<file path="src/rtl/rinit_pkg.sv">
package rinit_pkg;
  localparam int unsigned NUM_RT       = 2;
  localparam int unsigned LINKS_PER_RT = 4;
  localparam int unsigned NUM_LINKS    = NUM_RT * LINKS_PER_RT;
  localparam int unsigned FEC_W        = 2;

  localparam logic [15:0] ADDR_INIT  = 16'h1000;
  localparam logic [15:0] ADDR_VER   = 16'h1004;
  localparam logic [15:0] ADDR_STS_A = 16'h1020;
  localparam logic [15:0] ADDR_STS_B = 16'h1024;

  typedef enum logic [1:0] {SEQ_IDLE, SEQ_BUSY, SEQ_DONE} seq_state_e;

  // FEC is meaningful only for modes with 25G lanes (IDs 2..5)
  function automatic logic fec_capable(input logic [7:0] mode);
    return (mode >= 8'd2) && (mode <= 8'd5);
  endfunction
endpackage

</file>
<file path="src/rtl/rinit_seq.sv">
module rinit_seq
  import rinit_pkg::*;
#(
  parameter int unsigned CNT_W      = 16,
  parameter bit          FW_PRESENT = 1'b1
) (
  input  logic             clk_i,
  input  logic             rst_ni,
  input  logic             start_req_i,
  input  logic [CNT_W-1:0] len_i,
  output logic             accept_o,
  output logic             finish_o,
  output logic             busy_o,
  output logic             done_o
);
  seq_state_e       state_q;
  logic [CNT_W-1:0] cnt_q;

  assign accept_o = FW_PRESENT && start_req_i && (state_q == SEQ_IDLE);
  assign finish_o = (state_q == SEQ_BUSY) && (cnt_q == CNT_W'(1));
  assign busy_o   = (state_q == SEQ_BUSY);
  assign done_o   = (state_q == SEQ_DONE);

  always_ff @(posedge clk_i or negedge rst_ni) begin
    if (!rst_ni) begin
      state_q <= SEQ_IDLE;
      cnt_q   <= '0;
    end else begin
      unique case (state_q)
        SEQ_IDLE: if (accept_o) begin
          state_q <= SEQ_BUSY;
          cnt_q   <= (len_i == '0) ? CNT_W'(1) : len_i;
        end
        SEQ_BUSY: begin
          if (cnt_q == CNT_W'(1)) state_q <= SEQ_DONE;
          else                    cnt_q   <= cnt_q - CNT_W'(1);
        end
        default: state_q <= SEQ_DONE;
      endcase
    end
  end

  a_r3_busy_cnt_live: assert property (@(posedge clk_i) disable iff (!rst_ni)
    busy_o |-> (cnt_q != '0));
  a_r3_finish_to_done: assert property (@(posedge clk_i) disable iff (!rst_ni)
    finish_o |=> done_o);
  a_r4_no_restart: assert property (@(posedge clk_i) disable iff (!rst_ni)
    done_o |=> (done_o && !busy_o));
endmodule

</file>
<file path="src/rtl/rinit_status.sv">
module rinit_status
  import rinit_pkg::*;
#(
  parameter logic [7:0] FAIL_GROUP = 8'hE1
) (
  input  logic                           clk_i,
  input  logic                           rst_ni,
  input  logic                           finish_i,
  input  logic                           done_i,
  input  logic [NUM_RT-1:0][7:0]         mode_i,
  input  logic                           fail_i,
  input  logic                           fail_sel_i,
  input  logic [NUM_LINKS*FEC_W-1:0]     fec_req_i,
  output logic [NUM_RT-1:0][15:0]        sts_o,
  output logic [NUM_LINKS*FEC_W-1:0]     link_fec_o
);
  logic [NUM_RT-1:0][15:0] sts_q;
  logic [NUM_RT-1:0]       grp_nz;

  always_ff @(posedge clk_i or negedge rst_ni) begin
    if (!rst_ni) begin
      sts_q <= '0;
    end else if (finish_i) begin
      for (int r = 0; r < NUM_RT; r++) begin
        sts_q[r][15:8] <= (fail_i && (int'(fail_sel_i) == r)) ? FAIL_GROUP : 8'h00;
        sts_q[r][7:0]  <= mode_i[r];
      end
    end
  end

  for (genvar r = 0; r < NUM_RT; r++) begin : g_rt
    assign grp_nz[r] = |sts_q[r][15:8];
  end

  for (genvar l = 0; l < NUM_LINKS; l++) begin : g_link
    assign link_fec_o[FEC_W*l +: FEC_W] =
      (done_i && fec_capable(sts_q[l / LINKS_PER_RT][7:0])) ? fec_req_i[FEC_W*l +: FEC_W] : '0;
  end

  assign sts_o = sts_q;

  a_r5_clear_before_done: assert property (@(posedge clk_i) disable iff (!rst_ni)
    !done_i |-> (sts_q == '0));
  a_r5_frozen_after_done: assert property (@(posedge clk_i) disable iff (!rst_ni)
    done_i |=> $stable(sts_q));
  a_r6_single_fail_group: assert property (@(posedge clk_i) disable iff (!rst_ni)
    $onehot0(grp_nz));
  a_r7_no_fec_before_done: assert property (@(posedge clk_i) disable iff (!rst_ni)
    !done_i |-> (link_fec_o == '0));
endmodule

</file>
<file path="src/rtl/retimer_init_ctrl.sv">
module retimer_init_ctrl
  import rinit_pkg::*;
#(
  parameter int unsigned ADDR_W     = 16,
  parameter int unsigned CNT_W      = 16,
  parameter logic [31:0] FW_VERSION = 32'h3120_0000,
  parameter logic [7:0]  FAIL_GROUP = 8'hE1
) (
  input  logic              clk_i,
  input  logic              rst_ni,
  input  logic              reg_wr_i,
  input  logic              reg_rd_i,
  input  logic [ADDR_W-1:0] reg_addr_i,
  input  logic [31:0]       reg_wdata_i,
  output logic [31:0]       reg_rdata_o,
  output logic              reg_rvalid_o,
  input  logic [CNT_W-1:0]  init_len_i,
  input  logic [7:0]        mode_a_i,
  input  logic [7:0]        mode_b_i,
  input  logic              fail_i,
  input  logic              fail_sel_i,
  output logic [15:0]       link_fec_o,
  output logic              host_own_o
);
  localparam bit          NO_FW   = (FW_VERSION == 32'h0);
  localparam int unsigned FEC_LSB = 8;
  localparam int unsigned REQ_W   = NUM_LINKS * FEC_W;

  logic              hit_init, start_req, accept, finish, busy, done;
  logic [REQ_W-1:0]  fec_q;
  logic              own_q;
  logic [NUM_RT-1:0][15:0] sts;
  logic [NUM_RT-1:0][7:0]  modes;
  logic [31:0]       rd_mux;
  logic              unused_wdata;

  assign hit_init  = (reg_addr_i == ADDR_W'(ADDR_INIT));
  assign start_req = reg_wr_i && hit_init && reg_wdata_i[1];
  assign modes     = {mode_b_i, mode_a_i};
  assign unused_wdata = ^{reg_wdata_i[31:24], reg_wdata_i[7:2], reg_wdata_i[0]};

  rinit_seq #(.CNT_W(CNT_W), .FW_PRESENT(!NO_FW)) u_seq (
    .clk_i, .rst_ni,
    .start_req_i(start_req),
    .len_i      (init_len_i),
    .accept_o   (accept),
    .finish_o   (finish),
    .busy_o     (busy),
    .done_o     (done)
  );

  rinit_status #(.FAIL_GROUP(FAIL_GROUP)) u_status (
    .clk_i, .rst_ni,
    .finish_i  (finish),
    .done_i    (done),
    .mode_i    (modes),
    .fail_i    (fail_i),
    .fail_sel_i(fail_sel_i),
    .fec_req_i (fec_q),
    .sts_o     (sts),
    .link_fec_o(link_fec_o)
  );

  always_ff @(posedge clk_i or negedge rst_ni) begin
    if (!rst_ni)     fec_q <= '0;
    else if (accept) fec_q <= reg_wdata_i[FEC_LSB +: REQ_W];
  end

  always_ff @(posedge clk_i or negedge rst_ni) begin
    if (!rst_ni)     own_q <= NO_FW;
    else if (finish) own_q <= 1'b1;
  end
  assign host_own_o = own_q;

  always_comb begin
    rd_mux = '0;
    if      (reg_addr_i == ADDR_W'(ADDR_INIT))  rd_mux = {8'h00, fec_q, 6'h00, busy | done, done};
    else if (reg_addr_i == ADDR_W'(ADDR_VER))   rd_mux = FW_VERSION;
    else if (reg_addr_i == ADDR_W'(ADDR_STS_A)) rd_mux = {16'h0000, sts[0]};
    else if (reg_addr_i == ADDR_W'(ADDR_STS_B)) rd_mux = {16'h0000, sts[1]};
  end

  always_ff @(posedge clk_i or negedge rst_ni) begin
    if (!rst_ni) begin
      reg_rvalid_o <= 1'b0;
      reg_rdata_o  <= '0;
    end else begin
      reg_rvalid_o <= reg_rd_i;
      if (reg_rd_i) reg_rdata_o <= rd_mux;
    end
  end

  a_r4_req_frozen: assert property (@(posedge clk_i) disable iff (!rst_ni)
    (busy || done) |=> $stable(fec_q));
  a_r8_own_with_done: assert property (@(posedge clk_i) disable iff (!rst_ni)
    done |-> host_own_o);
  a_r8_own_sticky: assert property (@(posedge clk_i) disable iff (!rst_ni)
    host_own_o |=> host_own_o);
  a_r10_rvalid_next: assert property (@(posedge clk_i) disable iff (!rst_ni)
    reg_rd_i |=> reg_rvalid_o);

  if (NO_FW) begin : g_nofw
    a_r9_never_starts: assert property (@(posedge clk_i) disable iff (!rst_ni)
      !busy && !done && host_own_o);
  end
endmodule

</file>
<file path="config.mk">
export PLATFORM = sky130hd
export DESIGN_NAME = retimer_init_ctrl
export DESIGN_NICKNAME = d
export VERILOG_FILES = /design/src/rtl/rinit_pkg.sv /design/src/rtl/rinit_seq.sv /design/src/rtl/rinit_status.sv /design/src/rtl/retimer_init_ctrl.sv
export SDC_FILE = /design/constraint.sdc
export NUM_CORES = 1
export LEC_CHECK = 0
export ABC_AREA = 1
export BUFFER_PORTS_ARGS = -buffer_cell sky130_fd_sc_hd__buf_4
export CORE_AREA = 2 2 94 96
export CTS_BUF_LIST = sky130_fd_sc_hd__clkbuf_4 sky130_fd_sc_hd__clkbuf_8
export CTS_CLUSTER_SIZE = 14
export DETAILED_ROUTE_END_ITERATION = 16
export DIE_AREA = 0 0 96 98
export PLACE_DENSITY = 0.87
export SLEW_MARGIN = 20
export SYNTH_ARGS = -nofsm -noshare
export SYNTH_HDL_FRONTEND = slang
export SYNTH_SLANG_ARGS = --single-unit
</file>
<file path="constraint.sdc">
create_clock -name clk_i -period 2.2 [get_ports clk_i]
set_input_delay 0.11 -clock clk_i [delete_from_list [all_inputs] [get_ports clk_i]]
set_output_delay 0.11 -clock clk_i [all_outputs]
set_load 0.005 [all_outputs]
</file>
Word-level counts from Yosys, hierarchy flattened. Index checks and enable logic that the tools add are counted.

Bits in registers: 100. Output and inout bits: 50.

Add/sub/neg operators: 1. $lt $le $gt $ge: 4. Equal/unequal tests: 10. Muxes and demuxes: 21. Bitwise gates (word level): 2. Reductions and logical operators: 15.

Operators with widths (number): 2-to-1 mux 16 bit (5); equality test 16 x 13 -> 1 bit, second input constant (4); 2-to-1 mux 32 bit (1); case mux 16 bit (2 select lines) (1); 2-to-1 mux 30 bit (1); 2-to-1 mux 2 bit (10); equality test 16 x 1 -> 1 bit, second input constant (1); >= comparator 8 x 2 -> 1 bit, second input constant (2); <= comparator 8 x 3 -> 1 bit, second input constant (2); logical NOT 16 bit (1); 2-to-1 mux 8 bit (2); subtractor 16 x 1 -> 16 bit, second input constant (1); logical AND 1 bit (10); inequality test 2 bit, second input constant (2); case mux 2 bit (2 select lines) (1); AND reduction 3 bit (1); equality test 2 x 1 -> 1 bit, second input constant (1); equality test 2 bit, second input constant (1); logical NOT 2 bit (1); inequality test 2 x 1 -> 1 bit, second input constant (1); AND reduction 2 bit (1); nonzero test 2 bit (1); inverter 1 bit (1); OR 1 bit (1).

Depth between registers and ports, before layout.
Word-level depth: 6. Mapped depth: 11.

By module. Synthesis repeated with hierarchy kept, for this count alone.

Cells, all modules: 600. Area total of the unflattened synthesis: 4580.6 sq um.

By module, submodules not included: retimer_init_ctrl (instances 1, cells an instance 253, area an instance 2147.1 sq um); rinit_seq (instances 1, cells an instance 227, area an instance 1427.6 sq um); rinit_status (instances 1, cells an instance 120, area an instance 1006.0 sq um).

Least setup slack after synthesis. OpenSTA, ideal clock, no wires.

Kind: register to register. Start: reg u_seq.state_q[1]. End: reg u_seq.cnt_q[3]. Arrival: 1.429 ns. Required time: 2.126 ns. Path slack: 0.697 ns. Stages on the path, launching flop included: 11. Path buffers: 2. Clock period less this slack: 1.503 ns. Path through: dfrtp_1 inv_1 ha_1 buf_2 clkinv_1 nand2_1 nand2_2 nand2_4 buf_6 nand2_1 o21ai_2.

Word-level cells in the longest chain between the ends: 4. Elaborated cells on any way between the ends: 8. Those cells by class: 3 x eq/ne; 1 x mux; 4 x reduce/logical.

RTL lines: start, declared (line rinit_seq.sv:16) `seq_state_e state_q;`; start signal, assigned (line rinit_seq.sv:26) `state_q <= SEQ_IDLE;`; start signal, assigned (line rinit_seq.sv:31) `state_q <= SEQ_BUSY;`; start signal, assigned (line rinit_seq.sv:35) `if (cnt_q == CNT_W'(1)) state_q <= SEQ_DONE;`; logical NOT 2 bit (line rinit_seq.sv:19, rinit_seq.sv:29); logical AND 1 bit (line rinit_seq.sv:19) `assign accept_o = FW_PRESENT && start_req_i && (state_q == SEQ_IDLE);`; inequality test 2 bit (no source line); AND reduction 3 bit (no source line); end signal, assigned (line rinit_seq.sv:32) `cnt_q <= (len_i == '0) ? CNT_W'(1) : len_i;`; end signal, assigned (line rinit_seq.sv:36) `else cnt_q <= cnt_q - CNT_W'(1);`; end, declared (line rinit_seq.sv:17) `logic [CNT_W-1:0] cnt_q;`.

Several ways; a longest one is shown, not always the timed one. A chain may end at the register's enable or synchronous reset.

Final worst setup path.
Start: reg u_seq.state_q[0]. End: out link_fec_o[10].

Word-level cells in the longest chain between the ends: 3.

RTL lines: equality test 2 bit (line rinit_seq.sv:22) `assign done_o = (state_q == SEQ_DONE);`; logical AND 1 bit (line rinit_status.sv:37) `(done_i && fec_capable(sts_q[l / LINKS_PER_RT][7:0])) ? fec_req_i[FEC_W*l +: FEC_W] : '0;`; 2-to-1 mux 2 bit (line rinit_status.sv:37); end, declared (line retimer_init_ctrl.sv:22) `output logic [15:0] link_fec_o,`.

No other way between the ends.

==> metrics.yaml <==
cts:
  clk_pin_slew_ns: 0.08
  cts_buffers: 9
  cts.sinks: 79
  htree_levels: 3
  cts_tree: "done"
  cts.path.max_buffers: 2
  clk_latency_ns: 0.34
  cts-root-buf: "clkbuf_8"
placement:
  place.port_buffers: 115
  dp_hpwl_um: 7910
  dp.cells: 811
  place.gp.congestion: 0.891
die:
  die_x_um: 96
  die_area_um2: 9410
  initial_core_util_pct: 51.1
  die_h_um: 98
  ios: 136
  rows: 34
  core_area_um2: 8470
setup_path:
  start_kind: "register"
  crit_fanout: 8
  worstSetupEndpointType: "primary output"
  required_ns: 2.09
  critPathArrivalTime_ns: 1.81
  crit_type: "register to primary output"
yosys:
  syn_avg_cell_area_um2: 7.16
  yosysWarnings: 0
  synth.top_cells.by_area: "dfrtp_1, nand2_1, nand3_1, inv_1, nor2_1"
  ys_seq_area_share_pct: 45.7
  synth.top_cell.area_share_pct: 45.7
  syn_area_um2: 4330
  synth_cells: 604
  synth_cell_type_count: 32
  yosysTopAreaCell: "dfrtp_1"
  ys_ff_latch: 79
drt:
  viasPerCell: 5.04
  dr.pass1.iters: 5
  wire_per_inst_um: 12.9
  ant_nets: 0
  drtIter0Drc: 200
  routed_wl_um: 10800
  drcViolationCount: 0
  vias: 4237
timing:
  rsz0062_at_grt: "no"
  period_minus_slack_ns: 1.92
  slew_viol_final: 0
  fin_setup_tns_ns: 0
  period_share_pct: 87.4
  worst-slew-pin-transition_ns: 0.583
  relSlewSlack_pct: 61.0
  fmax_mhz: 520
  setup_viol: 0
  skew_ns: 0.0126
  finalHoldViolations: 0
cells_and_area:
  drive_gt1_share_pct: 21.6
  areaGrowthSynthToFinish_pct: 29.9
  nNetsFinal: 818
  final_core_util_pct: 66.4
  stdcell_count: 840
  diodes: 0
power_and_ir_drop:
  power.leakage_nw: 3.18
  vdd.ir_drop.worst_v: 0.000393
  powerDensity_nw_per_um2: 533
  power_mw: 2.99
global_routing:
  grt_max_degree: 80
  grt-ovfl-total: 0
  grt_pass1_vias: 3908
  antenna_found_initial: 0
  track_usage_pct: 23.9
  grt_pass1_wl_um: 17900
job:
  cap_viol_max_count: 0
min_path:
  min_path_type: "input port to register"
run_status:
  status: "finished clean"
## power by group
group,internal [mW],switching (mW),total [mW]
Clock,0.782,0.521,1.30
Sequential,1.45,0.00194,1.45
Combinational,0.121,0.114,0.235
## layer usage
| metal | vias to the layer above | part of all wire (%) | global-route usage [%] |
|---|---|---|---|
| li1 | 2107 | - | - |
| met1 | 1960 | 44 | 33.5 |
| met2 | 159 | 49 | 38.4 |
| met3 | 11 | 5.7 | 3.47 |
| met4 | 0 | 1.2 | 6.81 |
| met5 | - | 0 | 0 |
## worst max-delay path, stage by stage, from the launching register on
cell,delay (ns)
dfrtp_1,0.40
inv_1,0.09
ha_1,0.22
nand2_1,0.07
nor3_1,0.13
nand4_1,0.11
buf_4,0.18
nor2_1,0.13
buf_4,0.13
## final cells by class
cell class	count	area (um^2)
clock inverters	5	106
multi-input cells	428	1930
fillers	717	2850
well taps	108	135
flip-flops and latches	79	1980
inverters	75	282
clock buffers	11	139
repair buffers	134	1050
## registers in the layout, indices dropped and copies added, names as in the netlist
name / count
u_seq.state_q: 2
reg_rvalid_o: 1
reg_rdata_o: 25
u_status.sts_o: 18
u_seq.cnt_q: 16
fec_q: 16
host_own_o: 1
## final timing paths
path | from | to | slack (ns) | depth (start not counted)
max | u_seq.state_q[0] | link_fec_o[10] | 0.28 | 8
min | reg_wdata_i[17] | fec_q[9] | 0.01 | 3
max reg2reg | u_seq.cnt_q[10] | u_seq.cnt_q[11] | 0.43 | 10
min reg2reg | fec_q[2] | fec_q[2] | 0.47 | 2
max in group asynchronous | rst_ni | u_status.sts_o[0] | 1.54 | 3
min in group asynchronous | rst_ni | reg_rdata_o[10] | 0.32 | 3
## stage by stage
step	worst slack, ns	hold slack, ns	cell area, um^2
floorplan	0.697	-0.186	4340
global placement	0.484	0.167	5250
finish	0.278	0.0126	5620
global route	0.164	0.00189	5620
CTS	0.0361	0.00190	5580
detailed placement	0.411	0.170	5250
## cells in the mapped netlist, drive strengths merged
cell    count
nand2     226
dfrtp      79
inv        73
nor2       68
nand3      60
o21ai      32
buf        19
o31ai      12
clkbuf      7
ha          5
nand4       5
o21bai      3
xor2        3
clkinv      2
nand3b      2
nor3        2
a21boi      1
a21oi       1
a22oi       1
conb        1
mux2i       1
xnor2       1
## cells in the final DEF, fill, tap and decap left out, types with 5 or more instances in the layout
| master | netlist | routed |
|---|---|---|
| buf_4 | 7 | 122 |
| clkbuf_8 | 0 | 9 |
| conb_1 | 1 | 5 |
| dfrtp_1 | 79 | 79 |
| dlygate4sd3_1 | 0 | 11 |
| ha_1 | 5 | 5 |
| inv_1 | 71 | 71 |
| nand2_1 | 221 | 221 |
| nand3_1 | 59 | 59 |
| nand4_1 | 5 | 5 |
| nor2_1 | 61 | 61 |
| nor2_2 | 7 | 7 |
| o21ai_0 | 9 | 9 |
| o21ai_1 | 19 | 19 |
| o31ai_1 | 12 | 12 |
## cells by family after synthesis
kind of cell	after synthesis	share of synthesized area (%)
buffers and inverters	101	9.95
muxes	1	0.231
other	1	0.0867
DFF	79	45.7
xor gates and xnor gates	4	0.810
adders and majority gates	5	1.45
and+or+nand+nor	363	34.7
AOI/OAI and AO/OA	50	7.11
## timing repair
action | 4_1_cts | 5_1_grt
hold buffers | 9 | 2
buffers inserted | 0 | 2
setup endpoints to repair | 0 | 16
gates resized for setup | 0 | 0
hold endpoints to repair | 87 | 2
(Power assumes the default switching activity.)
